--- src/rtl/tmr_pkg.sv ---
package tmr_pkg;
    localparam int BYTE_W = 8;
    localparam int ADDR_W = 3;

    typedef enum logic [ADDR_W-1:0] {
        A_RLD0 = 3'd0,
        A_RLD1 = 3'd1,
        A_CTRL = 3'd2,
        A_STRB = 3'd3,
        A_CNT0 = 3'd4,
        A_CNT1 = 3'd5
    } reg_addr_e;

    typedef struct packed {
        logic pout_en;
        logic mode16;
        logic run1;
        logic run0;
    } ctrl_t;

    typedef struct packed {
        logic ev_lo;
        logic ev_hi;
    } uf_ev_t;

    function automatic logic is_zero(input logic [BYTE_W-1:0] v);
        return v == '0;
    endfunction
endpackage

--- src/rtl/tmr_byte_counter.sv ---
module tmr_byte_counter #(
    parameter int W = tmr_pkg::BYTE_W
) (
    input  logic         clk,
    input  logic         rst,
    input  logic         load,
    input  logic         dec,
    input  logic [W-1:0] reload_val,
    output logic [W-1:0] cnt,
    output logic         zero
);
    always_ff @(posedge clk) begin
        if (rst)       cnt <= '0;
        else if (load) cnt <= reload_val;
        else if (dec)  cnt <= cnt - 1'b1;
    end

    assign zero = (cnt == '0);


    hold_when_idle_chk: assert property (@(posedge clk) disable iff (rst)
        (!load && !dec) |=> $stable(cnt));
endmodule

--- src/rtl/tmr_events.sv ---
module tmr_events
    import tmr_pkg::*;
(
    input  logic   clk,
    input  logic   rst,
    input  uf_ev_t ev,
    input  logic   irq_clr,
    input  logic   pout_en,
    output logic   uflow0,
    output logic   uflow1,
    output logic   irq,
    output logic   pulse_out,
    output logic   sclk_out
);
    logic tog_q;

    always_ff @(posedge clk) begin
        if (rst) begin
            uflow0   <= 1'b0;
            uflow1   <= 1'b0;
            irq      <= 1'b0;
            tog_q    <= 1'b0;
            sclk_out <= 1'b0;
        end else begin
            uflow0 <= ev.ev_lo;
            uflow1 <= ev.ev_hi;
            if (ev.ev_lo || ev.ev_hi) irq <= 1'b1;
            else if (irq_clr)         irq <= 1'b0;
            if (ev.ev_hi) begin
                tog_q    <= ~tog_q;
                sclk_out <= ~sclk_out;
            end
        end
    end

    assign pulse_out = tog_q & pout_en;


    irq_set_chk: assert property (@(posedge clk) disable iff (rst)
        (ev.ev_lo || ev.ev_hi) |=> irq);

    sclk_toggle_chk: assert property (@(posedge clk) disable iff (rst)
        ev.ev_hi |=> (sclk_out != $past(sclk_out)));

    tog_idle_chk: assert property (@(posedge clk) disable iff (rst)
        !ev.ev_hi |=> $stable(tog_q));
endmodule

--- src/rtl/tmr_readback.sv ---
module tmr_readback
    import tmr_pkg::*;
#(
    parameter int W = BYTE_W
) (
    input  logic              clk,
    input  logic              rst,
    input  logic              rd_en,
    input  logic [ADDR_W-1:0] rd_addr,
    input  ctrl_t             ctrl,
    input  logic [W-1:0]      rld0,
    input  logic [W-1:0]      rld1,
    input  logic [W-1:0]      cnt0,
    input  logic [W-1:0]      cnt1,
    output logic [W-1:0]      rd_data
);
    logic [W-1:0] hi_hold;
    logic         cap;

    assign cap = rd_en && (rd_addr == A_CNT0) && ctrl.mode16;

    always_ff @(posedge clk) begin
        if (rst)      hi_hold <= '0;
        else if (cap) hi_hold <= cnt1;
    end

    always_comb begin
        rd_data = '0;
        case (rd_addr)
            A_RLD0: rd_data = rld0;
            A_RLD1: rd_data = rld1;
            A_CTRL: rd_data = W'(ctrl);
            A_CNT0: rd_data = cnt0;
            A_CNT1: rd_data = ctrl.mode16 ? hi_hold : cnt1;
            default: rd_data = '0;
        endcase
    end


    hold_capture_chk: assert property (@(posedge clk) disable iff (rst)
        cap |=> hi_hold == $past(cnt1));
endmodule

--- src/rtl/chain_reload_timer.sv ---
module chain_reload_timer
    import tmr_pkg::*;
(
    input  logic              clk,
    input  logic              rst,
    input  logic              tick0,
    input  logic              tick1,
    input  logic              wr_en,
    input  logic [ADDR_W-1:0] wr_addr,
    input  logic [BYTE_W-1:0] wr_data,
    input  logic              rd_en,
    input  logic [ADDR_W-1:0] rd_addr,
    output logic [BYTE_W-1:0] rd_data,
    output logic              uflow0,
    output logic              uflow1,
    output logic              irq,
    output logic              pulse_out,
    output logic              sclk_out
);
    localparam int NCNT = 2;

    ctrl_t             ctrl_q;
    logic [BYTE_W-1:0] rld_q [NCNT];
    logic [BYTE_W-1:0] cnt   [NCNT];
    logic [NCNT-1:0]   zero, load, dec, strb_ld, run, tick;
    logic              irq_clr, step16, both_zero, uf16;
    logic [NCNT-1:0]   dec8, uf8;
    uf_ev_t            ev;
    logic              unused_wr_hi;

    assign unused_wr_hi = ^wr_data[BYTE_W-1:4];

    always_ff @(posedge clk) begin
        if (rst) begin
            ctrl_q <= '0;
            rld_q[0] <= '0;
            rld_q[1] <= '0;
        end else if (wr_en) begin
            case (wr_addr)
                A_RLD0: rld_q[0] <= wr_data;
                A_RLD1: rld_q[1] <= wr_data;
                A_CTRL: ctrl_q   <= ctrl_t'(wr_data[3:0]);
                default: ;
            endcase
        end
    end

    assign strb_ld = (wr_en && wr_addr == A_STRB) ? wr_data[1:0] : 2'b00;
    assign irq_clr = wr_en && (wr_addr == A_STRB) && wr_data[2];
    assign run     = {ctrl_q.run1, ctrl_q.run0};
    assign tick    = {tick1, tick0};

    assign step16    = ctrl_q.mode16 && ctrl_q.run0 && tick0;
    assign both_zero = zero[0] && zero[1];
    assign uf16      = step16 && both_zero && !strb_ld[0] && !strb_ld[1];

    for (genvar i = 0; i < NCNT; i++) begin : g_cnt
        assign dec8[i] = !ctrl_q.mode16 && run[i] && tick[i];
        assign uf8[i]  = dec8[i] && zero[i] && !strb_ld[i];
        assign load[i] = strb_ld[i] ||
                         (ctrl_q.mode16 ? (step16 && both_zero) : (dec8[i] && zero[i]));
        tmr_byte_counter #(.W(BYTE_W)) u_cnt (
            .clk       (clk),
            .rst       (rst),
            .load      (load[i]),
            .dec       (dec[i]),
            .reload_val(rld_q[i]),
            .cnt       (cnt[i]),
            .zero      (zero[i])
        );
    end

    assign dec[0] = ctrl_q.mode16 ? step16 : dec8[0];
    assign dec[1] = ctrl_q.mode16 ? (step16 && zero[0]) : dec8[1];

    assign ev.ev_lo = !ctrl_q.mode16 && uf8[0];
    assign ev.ev_hi = ctrl_q.mode16 ? uf16 : uf8[1];

    tmr_events u_ev (
        .clk      (clk),
        .rst      (rst),
        .ev       (ev),
        .irq_clr  (irq_clr),
        .pout_en  (ctrl_q.pout_en),
        .uflow0   (uflow0),
        .uflow1   (uflow1),
        .irq      (irq),
        .pulse_out(pulse_out),
        .sclk_out (sclk_out)
    );

    tmr_readback #(.W(BYTE_W)) u_rb (
        .clk    (clk),
        .rst    (rst),
        .rd_en  (rd_en),
        .rd_addr(rd_addr),
        .ctrl   (ctrl_q),
        .rld0   (rld_q[0]),
        .rld1   (rld_q[1]),
        .cnt0   (cnt[0]),
        .cnt1   (cnt[1]),
        .rd_data(rd_data)
    );


    full_reload_chk: assert property (@(posedge clk) disable iff (rst)
        uf16 |=> (cnt[0] == $past(rld_q[0])) && (cnt[1] == $past(rld_q[1])));

    reload_8b_chk: assert property (@(posedge clk) disable iff (rst)
        uf8[0] && !ctrl_q.mode16 |=> cnt[0] == $past(rld_q[0]));

    hi_borrow_chk: assert property (@(posedge clk) disable iff (rst)
        (ctrl_q.mode16 && !zero[0] && !strb_ld[1]) |=> $stable(cnt[1]));

    lo_quiet_chain_chk: assert property (@(posedge clk) disable iff (rst)
        (ctrl_q.mode16 && $past(ctrl_q.mode16)) |-> !uflow0);
endmodule

--- config.mk ---
export PLATFORM = sky130hd
export DESIGN_NAME = chain_reload_timer
export DESIGN_NICKNAME = d
export VERILOG_FILES = /design/src/rtl/tmr_pkg.sv /design/src/rtl/tmr_byte_counter.sv /design/src/rtl/tmr_events.sv /design/src/rtl/tmr_readback.sv /design/src/rtl/chain_reload_timer.sv
export SDC_FILE = /design/constraint.sdc
export NUM_CORES = 1
export LEC_CHECK = 0
export CAP_MARGIN = 20
export CORE_ASPECT_RATIO = 1.2
export CORE_UTILIZATION = 40
export DETAILED_ROUTE_END_ITERATION = 6
export SYNTH_ARGS = -nofsm -noshare
export SYNTH_HDL_FRONTEND = slang
export SYNTH_SLANG_ARGS = --single-unit
--- constraint.sdc ---
create_clock -name clk -period 2.7 [get_ports clk]
set_input_delay 0.54 -clock clk [delete_from_list [all_inputs] [get_ports clk]]
set_output_delay 0.54 -clock clk [all_outputs]
set_load 0.01 [all_outputs]
==> flow_metrics.py <==
metrics = {
    "cts": {
        "cts_made_buffers": 5,
        "cts_max_path_buffers": 2,
        "cts.sinks": 49,
        "cts.clk_slew.worst_paths_ns": 0.09,
        "cts_setup_buffers": 0,
        "clk-insertion-delay-late_ns": 0.31,
        "cts_tree": "done",
        "htreeDepth": 2,
        "cts_root_buf": "clkbuf_8",
    },
    "synthesis": {
        "synth_top_family_by_area": "simple AND/OR/NAND/NOR gates",
        "seq_area_frac_synth_pct": 39.9,
        "synthXorXnorAreaFrac_pct": 0.919,
        "ys_types": 63,
        "synthAdderAreaFrac_pct": 1.31,
        "synth_compound_area_share_pct": 19.2,
        "syn_area_per_cell_um2": 9.66,
        "synth.cell_area_um2": 2860,
        "yosys_most_used_dff": "dfxtp_1",
        "synth_edf_count": 16,
        "synthArstFlopShare_pct": 0,
        "yosysWarnings": 0,
        "synth_simple_gate_area_share_pct": 19.9,
        "syn_inst": 296,
        "synthMuxAreaShare_pct": 13.6,
        "synth_nets": 319,
        "ys_ff_latch": 49,
    },
    "setup_path": {
        "required_ns": 2.16,
        "ff2ff_setup_slack_ns": 0.45,
        "r2r_cells": 6,
        "r2r_start": "g_cnt[1].u_cnt.cnt[0]",
        "critPathArrivalTime_ns": 2.09,
        "start_kind": "input pin",
        "crit_type": "in -> out",
        "cp-end-kind": "output pin",
        "cp-startpoint": "rd_addr[0]",
        "worstReg2RegEnd": "g_cnt[0].u_cnt.cnt[4]",
        "critPathCapture": "rd_data[6]",
        "critPathMaxFanout": 8,
    },
    "floorplanning": {
        "num_rows": 33,
        "ioPinCount": 33,
        "die_h_um": 94.6,
        "initial_core_util_pct": 41.7,
        "core_um2": 6850,
        "fp.dieArea_um2": 7490,
        "die_w_um": 79.2,
    },
    "global_routing": {
        "grt_use_met1_pct": 27.3,
        "grt_overflow": 0,
        "grt-busiest-layer": "met2",
        "grt_pass1_vias": 2368,
        "grt_usage_pct": 22.0,
        "grtUsageMet2_pct": 38.1,
        "grt_pass1_wl_um": 12400,
        "grt_max_degree": 24,
        "antenna_found_initial": 0,
        "grt_util_met3_pct": 3.29,
    },
    "power_and_ir_drop": {
        "peakVddDrop_mv": 0.270,
        "leakagePower_nw": 1.38,
        "power.density_nw_per_um2": 447,
    },
    "drt": {
        "wl_per_cell_um": 17.6,
        "dr.pass1.iters": 4,
        "wl_um": 7560,
        "first_iter_violations": 127,
        "ant_nets": 0,
        "vias": 2395,
        "drc": 0,
        "routed_via_density": 5.58,
    },
    "sta": {
        "hold_viol_final": 0,
        "tightestPinTransition_ns": 0.544,
        "skew_ns": 0.00584,
        "max_freq_ghz": 0.380,
        "rsz0062_at_grt": "no",
        "fin_crit_sh_pct": 97.6,
        "finalWorstSetupSlack_ns": 0.0655,
        "fin_crit_ns": 2.63,
        "setup_viol_count_final": 0,
        "drv_slew": 0,
        "slew_headroom_pct": 63.6,
    },
    "layout": {
        "fillCellCount": 686,
        "fin_nets": 364,
        "layout_commonest_cell": "dfxtp_1",
        "seq_area_um2": 1140,
        "diodes": 0,
        "final_cell_area_um2": 3470,
        "final_util_pct": 50.6,
        "layout_common_cells": "dfxtp_1, nor2_1, mux2i_1, buf_4, clkdlybuf4s50_1",
        "layout-drive-gt1-share_pct": 16.7,
        "area_delta_synth_final_pct": 21.3,
        "multiInputGateArea_um2": 1570,
    },
    "place": {
        "placedInstanceArea_um2": 3380,
        "globalplace.congestion": 0.830,
        "portBuffers": 32,
        "place_ws_ns": -0.158,
        "place_hpwl_um": 5790,
    },
    "status": {
        "outcome": "completed",
    },
    "job": {
        "drv_cap": 0,
    },
    "worst_hold_path": {
        "hp-class": "reg -> reg",
    },
}
layer usage:
metal,vias up,wire length (µm),part of all wire (%)
met3,19,210,2.8
met4,0,246,3.3
met2,56,3740,49
met5,-,0,0
li1,1184,-,-
met1,1136,3360,44
registers in the layout, summed over array words and instances (netlist names):
name / cells
ctrl_q: 4
g_cnt.u_cnt.cnt: 16
rld_q: 16
u_ev.uflow0: 1
u_ev.sclk_out: 1
u_ev.tog_q: 1
u_rb.hi_hold: 8
u_ev.uflow1: 1
u_ev.irq: 1
cells in the mapped netlist (all sizes together) (2+ instances only):
library cell	instances	share of area, %
or3	4	1.0
or4	3	0.96
xor2	2	0.61
o22ai	8	1.7
a211oi	5	1.5
nand2	18	2.4
nand3	3	0.52
buf	5	1.2
and3	2	0.48
edfxtp	16	17
a22oi	5	1.3
a21oi	9	1.6
o211ai	5	1.3
nand4	3	0.66
mux2i	25	8.7
nor2b	12	2.6
nor2	30	3.9
clkbuf	15	2.4
o32ai	2	0.61
a32oi	2	0.61
nor3	9	1.6
o21ai	12	2.5
mux2	6	2.4
nand4b	2	0.61
inv	12	1.6
and2	14	3.1
dfxtp	33	23
o2bb2ai	5	1.5
o31ai	3	0.96
ha	3	1.3
mux4	3	2.5
cell type report:
cell class / instances / area share [%]
Clock buffer: 6 / 2.38
Clock inverter: 2 / 0.397
Inverter: 12 / 1.30
Multi-Input combinational cell: 215 / 45.2
Sequential cell: 49 / 32.9
Tap cell: 87 / 3.14
Timing Repair Buffer: 58 / 14.7
where the power goes:
group / internal (W) / switching, W
logic: 0.000136 / 0.000141
registers: 0.000788 / 0.0000293
clock network: 0.000208 / 0.000250
total: 0.00113 / 0.000421
cell families after synthesis:
logic type / Yosys count
AOI/OAI and AO/OA: 68
xor gates and xnor gates: 3
adders and majority gates: 3
buffers and inverters: 32
DFF: 49
muxes: 34
and+or+nand+nor: 107
worst max-delay path, cell delays in order:
cell	delay, ns
clkdlybuf4s50_1	0.47
buf_6	0.14
mux4_2	0.50
and2_1	0.17
dlygate4sd2_1	0.27
timing repair:
| item | CTS | global route |
|---|---|---|
| pin swaps | 0 | 0 |
| resized for setup | 10 | 1 |
| hold buffers | 0 | 0 |
| setup endpoints to repair | 8 | 1 |
how the worst min path moves through the flow:
| stage | from | end | slack, ns | cells past startpoint |
|---|---|---|---|---|
| detailed placement | u_rb.hi_hold[3] | u_rb.hi_hold[3] | 0.48 | 2 |
| CTS | u_rb.hi_hold[3] | u_rb.hi_hold[3] | 0.51 | 2 |
| floorplan | u_rb.hi_hold[5] | u_rb.hi_hold[5] | 0.46 | 2 |
| global route | u_rb.hi_hold[3] | u_rb.hi_hold[3] | 0.53 | 2 |
| finish | u_rb.hi_hold[3] | u_rb.hi_hold[3] | 0.51 | 2 |
| global placement | u_rb.hi_hold[3] | u_rb.hi_hold[3] | 0.48 | 2 |
stage by stage:
| step | setup TNS, ns | std cells | hold WS, ns | power (W) |
|---|---|---|---|---|
| final | 0 | 429 | 0.507 | 0.00155 |
| after global routing | 0 | 429 | 0.526 | 0.00162 |
| after CTS | 0 | 429 | 0.509 | 0.00156 |
| after detailed placement | -0.789 | 421 | 0.484 | 0.00111 |
| after global placement | -0.736 | 421 | 0.479 | 0.00111 |
| after floorplan | 0 | 296 | 0.458 | 0.000991 |
(Power assumes the default switching activity.)
